===== src/rtl/bas_pkg.sv =====
// Package: shared types of the burst address sequencer.
// Assumes: cycle type codes are visible at the top-level port as 2 bits.
package bas_pkg;
    typedef enum logic [1:0] {
        CYC_DESEL = 2'b00,
        CYC_READ  = 2'b01,
        CYC_WRITE = 2'b10
    } cyc_e;
endpackage


===== src/rtl/bas_base_reg.sv =====
// Module: bas_base_reg
// Holds the burst base address, the cycle type and the burst order captured
// on a load. Assumes cap is already qualified by the clock enable.
module bas_base_reg
    import bas_pkg::*;
#(
    parameter int ADDR_W = 18
) (
    input  logic              clk,
    input  logic              rst_n,
    input  logic              cap,
    input  logic [ADDR_W-1:0] addr_in,
    input  logic              sel,
    input  logic              wr,
    input  logic              ilv_in,
    output logic [ADDR_W-1:0] base_q,
    output cyc_e              cyc_q,
    output logic              ilv_q
);

    cyc_e cyc_d;

    // Decode the cycle type presented with a load.
    always_comb begin
        if (!sel)     cyc_d = CYC_DESEL;
        else if (wr)  cyc_d = CYC_WRITE;
        else          cyc_d = CYC_READ;
    end

    // Capture base, type and order on a load; hold otherwise.
    always_ff @(posedge clk) begin
        if (!rst_n) begin
            base_q <= '0;
            cyc_q  <= CYC_DESEL;
            ilv_q  <= 1'b0;
        end else if (cap) begin
            base_q <= addr_in;
            cyc_q  <= cyc_d;
            ilv_q  <= ilv_in;
        end
    end

    AST_CAP_ADDR: assert property (@(posedge clk) disable iff (!rst_n)
        cap |=> base_q == $past(addr_in));
    AST_DESEL_ON_NOSEL: assert property (@(posedge clk) disable iff (!rst_n)
        (cap && !sel) |=> cyc_q == CYC_DESEL);

endmodule


===== src/rtl/bas_burst_cnt.sv =====
// Module: bas_burst_cnt
// Burst counter of CNT_W bits. It clears on a load and steps on an allowed
// advance. Wrapping is the natural overflow of the counter width.
// Assumes clr and step are never both high.
module bas_burst_cnt #(
    parameter int CNT_W = 2
) (
    input  logic             clk,
    input  logic             rst_n,
    input  logic             clr,
    input  logic             step,
    output logic [CNT_W-1:0] cnt_q
);

    localparam logic [CNT_W-1:0] ONE = CNT_W'(1);

    // Clear on load, step on advance, hold otherwise.
    always_ff @(posedge clk) begin
        if (!rst_n)     cnt_q <= '0;
        else if (clr)   cnt_q <= '0;
        else if (step)  cnt_q <= cnt_q + ONE;
    end

    AST_CNT_CLEAR: assert property (@(posedge clk) disable iff (!rst_n)
        clr |=> cnt_q == '0);
    AST_CNT_STEP: assert property (@(posedge clk) disable iff (!rst_n)
        (step && !clr) |=> cnt_q == $past(cnt_q) + ONE);

endmodule


===== src/rtl/bas_order.sv =====
// Module: bas_order
// Maps the base low bits and the burst count to the low address bits, in
// linear (modulo add) or interleaved (XOR) order. Purely combinational.
module bas_order #(
    parameter int CNT_W = 2
) (
    input  logic [CNT_W-1:0] base_lo,
    input  logic [CNT_W-1:0] cnt,
    input  logic             ilv,
    output logic [CNT_W-1:0] lo_out
);

    // Select interleaved or linear order for the low bits.
    always_comb begin
        if (ilv) lo_out = base_lo ^ cnt;
        else     lo_out = base_lo + cnt;
    end

endmodule


===== src/rtl/burst_addr_seq.sv =====
// Module: burst_addr_seq (top)
// Address sequencer for a synchronous memory port. A load (load_n low) takes
// a base address, a cycle type and a burst order. An advance (load_n high)
// steps a CNT_W-bit counter over the low address bits. An advance is ignored
// while deselected. clk_en_n high freezes all state.
// Assumes all inputs are synchronous to clk. rst_n is synchronous, active low.
module burst_addr_seq
    import bas_pkg::*;
#(
    parameter int ADDR_W = 18,
    parameter int CNT_W  = 2
) (
    input  logic              clk,
    input  logic              rst_n,
    input  logic              clk_en_n,
    input  logic              load_n,
    input  logic [ADDR_W-1:0] addr_in,
    input  logic              sel,
    input  logic              wr,
    input  logic              ilv_mode,
    output logic [ADDR_W-1:0] addr_out,
    output logic [1:0]        cyc_out,
    output logic              loaded
);

    localparam int HI_W = ADDR_W - CNT_W;

    logic              en;
    logic              cap;
    logic              step;
    logic [ADDR_W-1:0] base_q;
    cyc_e              cyc_q;
    logic              ilv_q;
    logic [CNT_W-1:0]  cnt_q;
    logic [CNT_W-1:0]  lo;
    logic              loaded_q;

    // Qualify load and advance with the clock enable and the select state.
    always_comb begin
        en   = !clk_en_n;
        cap  = en && !load_n;
        step = en && load_n && (cyc_q != CYC_DESEL);
    end

    bas_base_reg #(.ADDR_W(ADDR_W)) u_base (
        .clk     (clk),
        .rst_n   (rst_n),
        .cap     (cap),
        .addr_in (addr_in),
        .sel     (sel),
        .wr      (wr),
        .ilv_in  (ilv_mode),
        .base_q  (base_q),
        .cyc_q   (cyc_q),
        .ilv_q   (ilv_q)
    );

    bas_burst_cnt #(.CNT_W(CNT_W)) u_cnt (
        .clk   (clk),
        .rst_n (rst_n),
        .clr   (cap),
        .step  (step),
        .cnt_q (cnt_q)
    );

    bas_order #(.CNT_W(CNT_W)) u_order (
        .base_lo (base_q[CNT_W-1:0]),
        .cnt     (cnt_q),
        .ilv     (ilv_q),
        .lo_out  (lo)
    );

    // Record whether the latest enabled cycle was a load or an advance.
    always_ff @(posedge clk) begin
        if (!rst_n)   loaded_q <= 1'b0;
        else if (en)  loaded_q <= !load_n;
    end

    // Drive the outputs from the registered state.
    always_comb begin
        addr_out = {base_q[ADDR_W-1:CNT_W], lo};
        cyc_out  = cyc_q;
        loaded   = loaded_q;
    end

    AST_LOAD_ADDR: assert property (@(posedge clk) disable iff (!rst_n)
        (!clk_en_n && !load_n) |=> (addr_out == $past(addr_in)) && loaded);
    AST_UPPER_FIXED: assert property (@(posedge clk) disable iff (!rst_n)
        (!clk_en_n && load_n) |=> $stable(addr_out[ADDR_W-1:CNT_W])
                                  && $stable(cyc_out) && !loaded);
    AST_FREEZE: assert property (@(posedge clk) disable iff (!rst_n)
        clk_en_n |=> $stable(addr_out) && $stable(cyc_out)
                     && $stable(loaded));
    AST_DESEL_STICKY: assert property (@(posedge clk) disable iff (!rst_n)
        (!clk_en_n && load_n && cyc_out == 2'b00) |=>
            (cyc_out == 2'b00) && $stable(addr_out));
    AST_CYC_LEGAL: assert property (@(posedge clk) disable iff (!rst_n)
        cyc_out != 2'b11);
    AST_HI_W_OK: assert final (HI_W >= 0);

endmodule


===== config.mk =====
export PLATFORM = sky130hd
export DESIGN_NAME = burst_addr_seq
export DESIGN_NICKNAME = d
export VERILOG_FILES = /design/src/rtl/bas_pkg.sv /design/src/rtl/bas_base_reg.sv /design/src/rtl/bas_burst_cnt.sv /design/src/rtl/bas_order.sv /design/src/rtl/burst_addr_seq.sv
export SDC_FILE = /design/constraint.sdc
export NUM_CORES = 1
export LEC_CHECK = 0
export BUFFER_PORTS_ARGS = -buffer_cell sky130_fd_sc_hd__buf_4
export CORE_ASPECT_RATIO = 1.25
export CORE_MARGIN = 4
export CORE_UTILIZATION = 44
export CTS_CLUSTER_DIAMETER = 80
export CTS_CLUSTER_SIZE = 40
export DETAILED_ROUTE_END_ITERATION = 10
export PLACE_DENSITY = 0.73
export SYNTH_ARGS = -nofsm -noshare
export SYNTH_HDL_FRONTEND = slang
export SYNTH_SLANG_ARGS = --single-unit

===== constraint.sdc =====
create_clock -name clk -period 1.46 [get_ports clk]
set_clock_uncertainty 0.05 [all_clocks]
set_input_delay 0.146 -clock clk [delete_from_list [all_inputs] [get_ports clk]]
set_output_delay 0.146 -clock clk [all_outputs]
set_load 0.005 [all_outputs]

==> results by group <==
Run status
  – Run status: completed

Critical path
  – Type of origin of the critical path: flop
  – Crit Path Class: flop to output pin
  – Worst setup EP type: output pin
  – Critical Path RT: 1.26 ns
  – CP Data Arrival Time: 1.22 ns
  – Crit-path max FO: 2

Layout
  – NumNets Final: 160
  – Fin cells: 152
  – Util after Layout: 0.7010
  – Area Growth Syn to Fin: 48.74%
  – Ant. Diodes: 0
  – Share of cells above drive strength 1: 0.4318
  – Fillcell total: 146

Place
  – DP HPWL: 1.367 mm
  – Final GP Congestion: 0.6092
  – I/O Buffers: 45
  – Placed cells: 131

STA
  – Hold Violations, Final: 0
  – Max Slew Vio Count: 0
  – Setup TNS: 0 ns
  – Fmax: 707.2 MHz
  – Setup violations, final: 0
  – Tmin final: 1.414 ns
  – Hold slack: 0.01070 ns
  – Worst slew pin tran: 0.7392 ns
  – Slew HR: 0.5072
  – RSZ-0062 raised after global routing: no
  – Final period util: 0.9685

Power and ir drop
  – Power Density: 834.9 nW/um^2
  – Leakage power: 0.0006541 uW
  – Peak VDD IR: 0.5039 mV

Detailed routing
  – TritonRoute pass-1 iters: 3
  – Avg WL per Cell: 13.68 um
  – Vias/cell: 5.013
  – Final ANT Viol Nets: 0
  – Drt total wl: 2.079 mm
  – Drc violations: 0
  – DR iter-0 viols: 6
  – Number of vias in the routed layout: 762

CTS
  – Clock sink count: 24
  – Clk root buf: clkbuf_4
  – Cts bufs inserted: 3
  – Max H-tree Level: 1
  – Clock Path Buffers: 2
  – CTS tree: yes
  – Clock transition at path regs: 0.12 ns
  – Skew-Pair Late Insertion Delay: 0.29 ns

GRT
  – Gr usage total: 0.1518
  – Routing usage on met3: 0.02993
  – Total gr overflow: 0
  – Antenna violations before repair: 0
  – Met2 usage: 0.2720
  – GRT Max-Usage Layer: met2
  – Grt met1 use: 0.1713
  – Vias in the first global route: 778
  – First-pass GRT wire length: 3.436 mm
  – Pin count of the biggest net entering global routing: 22

Die
  – Total die area: 2957 um^2
  – Chip width: 49.45 um
  – Boundary Pins: 46
  – Initial Util: 0.4713
  – Die Ht: 59.81 um
  – Row cnt: 18
  – Core area: 2004 um^2

Yosys
  – Yosys warns: 0
  – Yosys top cell area share: 0.5086
  – Syn Inst Count: 85
  – Register area share after synthesis: 0.5086
  – Distinct cell type count of the synthesized netlist: 22
  – Cell Area, Synth: 944.7 um^2
  – FF+latch count, synth: 24
  – Synth area leader: dfxtp_1
  – Mapped Nets: 111
  – Syn_area_per_cell: 11.11 um^2
  – Ranking of synthesized cells by area: dfxtp_1, a22o_1, buf_4, buf_2, xnor2_1

Hold path
  – Worst min-delay path category: primary input to flop

Job
  – Max Cap Violations: 0
[worst paths after layout]
kind,end,cells past startpoint,slack [ns],start
max reg2reg,u_cnt.cnt_q[1]$_SDFFE_PP0P_,3,0.30,u_base.cyc_q[0]$_SDFFE_PN0P_
max,addr_out[1],4,0.05,u_base.base_q[0]$_SDFFE_PN0P_
min reg2reg,loaded$_SDFFE_PN0N_,2,0.41,loaded$_SDFFE_PN0N_
min,u_base.base_q[10]$_SDFFE_PN0P_,2,0.01,addr_in[10]
[repair_timing]
action | 4_1_cts | 5_1_grt
endpoints found under the setup margin | 1 | 1
pin swaps | 1 | 1
endpoints found under the hold margin | 14 | 3
hold buffers | 14 | 3
gates resized for setup | 5 | 1
buffers inserted | 0 | 1
[layer usage]
metal  part of all wire  up-vias  wire (um)
li1                   -      386          -
met1               0.39      356        821
met2               0.55       18       1142
met3              0.049        2        102
met4             0.0058        0         12
met5                  0        -          0
[placed cells by master (no fill, tap or decap), types with 2 or more instances in the layout]
master | netlist | layout
a21oi_1 | 2 | 2
a22o_1 | 19 | 19
buf_4 | 16 | 47
clkbuf_4 | 0 | 3
dfxtp_1 | 24 | 22
dfxtp_2 | 0 | 2
dlygate4sd3_1 | 0 | 17
nand2_1 | 3 | 3
xnor2_2 | 0 | 2
[logic make-up (layout without fill, tap and decap cells)]
kind of cell             after synthesis  in the layout  share of synthesized area
XOR/XNOR                               2              2                    0.01855
adder cells (fa/ha/maj)                1              1                    0.01324
AO/OA/AOI/OAI                         27             27                     0.2358
buffers and inverters                 21             68                     0.1523
flip-flops                            24             24                     0.5086
AND/OR/NAND/NOR                       10             10                    0.07153
[critical path, cell delays in order, from the launching register on]
cell	delay, ns
dfxtp_2	0.34
ha_1	0.19
nor2b_4	0.13
xnor2_2	0.12
buf_4	0.14
[metrics by stage]
stage	instance area, um^2	total power (uW)	setup WS [ns]
after floorplan	944.7	797.2	0.3633
after CTS	1360	1172	0.01621
after detailed placement	1180	876.5	0.2199
after global routing	1405	1238	0.001747
after global placement	1180	871.4	0.2488
final	1405	1173	0.04596
[cell type report]
class | count | area (um^2) | share of cell area
Clock buffer | 3 | 22.52 | 0.01603
Inverter | 1 | 3.754 | 0.002671
Multi-Input combinational cell | 40 | 347.8 | 0.2476
Sequential cell | 24 | 483.0 | 0.3437
Tap cell | 20 | 25.02 | 0.01781
Timing Repair Buffer | 64 | 523.0 | 0.3722
[cells in the mapped netlist, drive strengths merged]
library cell  number
nand2              3
a21oi              2
nor2b              1
a22o              19
nor2               1
xnor2              2
a21boi             1
o21ai              1
inv                1
o21bai             1
and3b              1
or4b               1
ha                 1
dfxtp             24
o221ai             1
nor3b              1
buf               20
o21a               1
a32o               1
nand2b             2
[report_power, final]
part | internal (uW) | total (uW) | switching (uW)
Sequential | 685 | 702 | 17.0
Clock | 96.0 | 271 | 175
Combinational | 134 | 200 | 66.4
Total | 915 | 1170 | 258
[registers in the layout, indices dropped and copies added, names as in the netlist]
name / flops
loaded: 1
u_base.base_q: 18
u_base.cyc_q: 2
u_base.ilv_q: 1
u_cnt.cnt_q: 2
No activity file was read; power rests on OpenSTA's default activity.
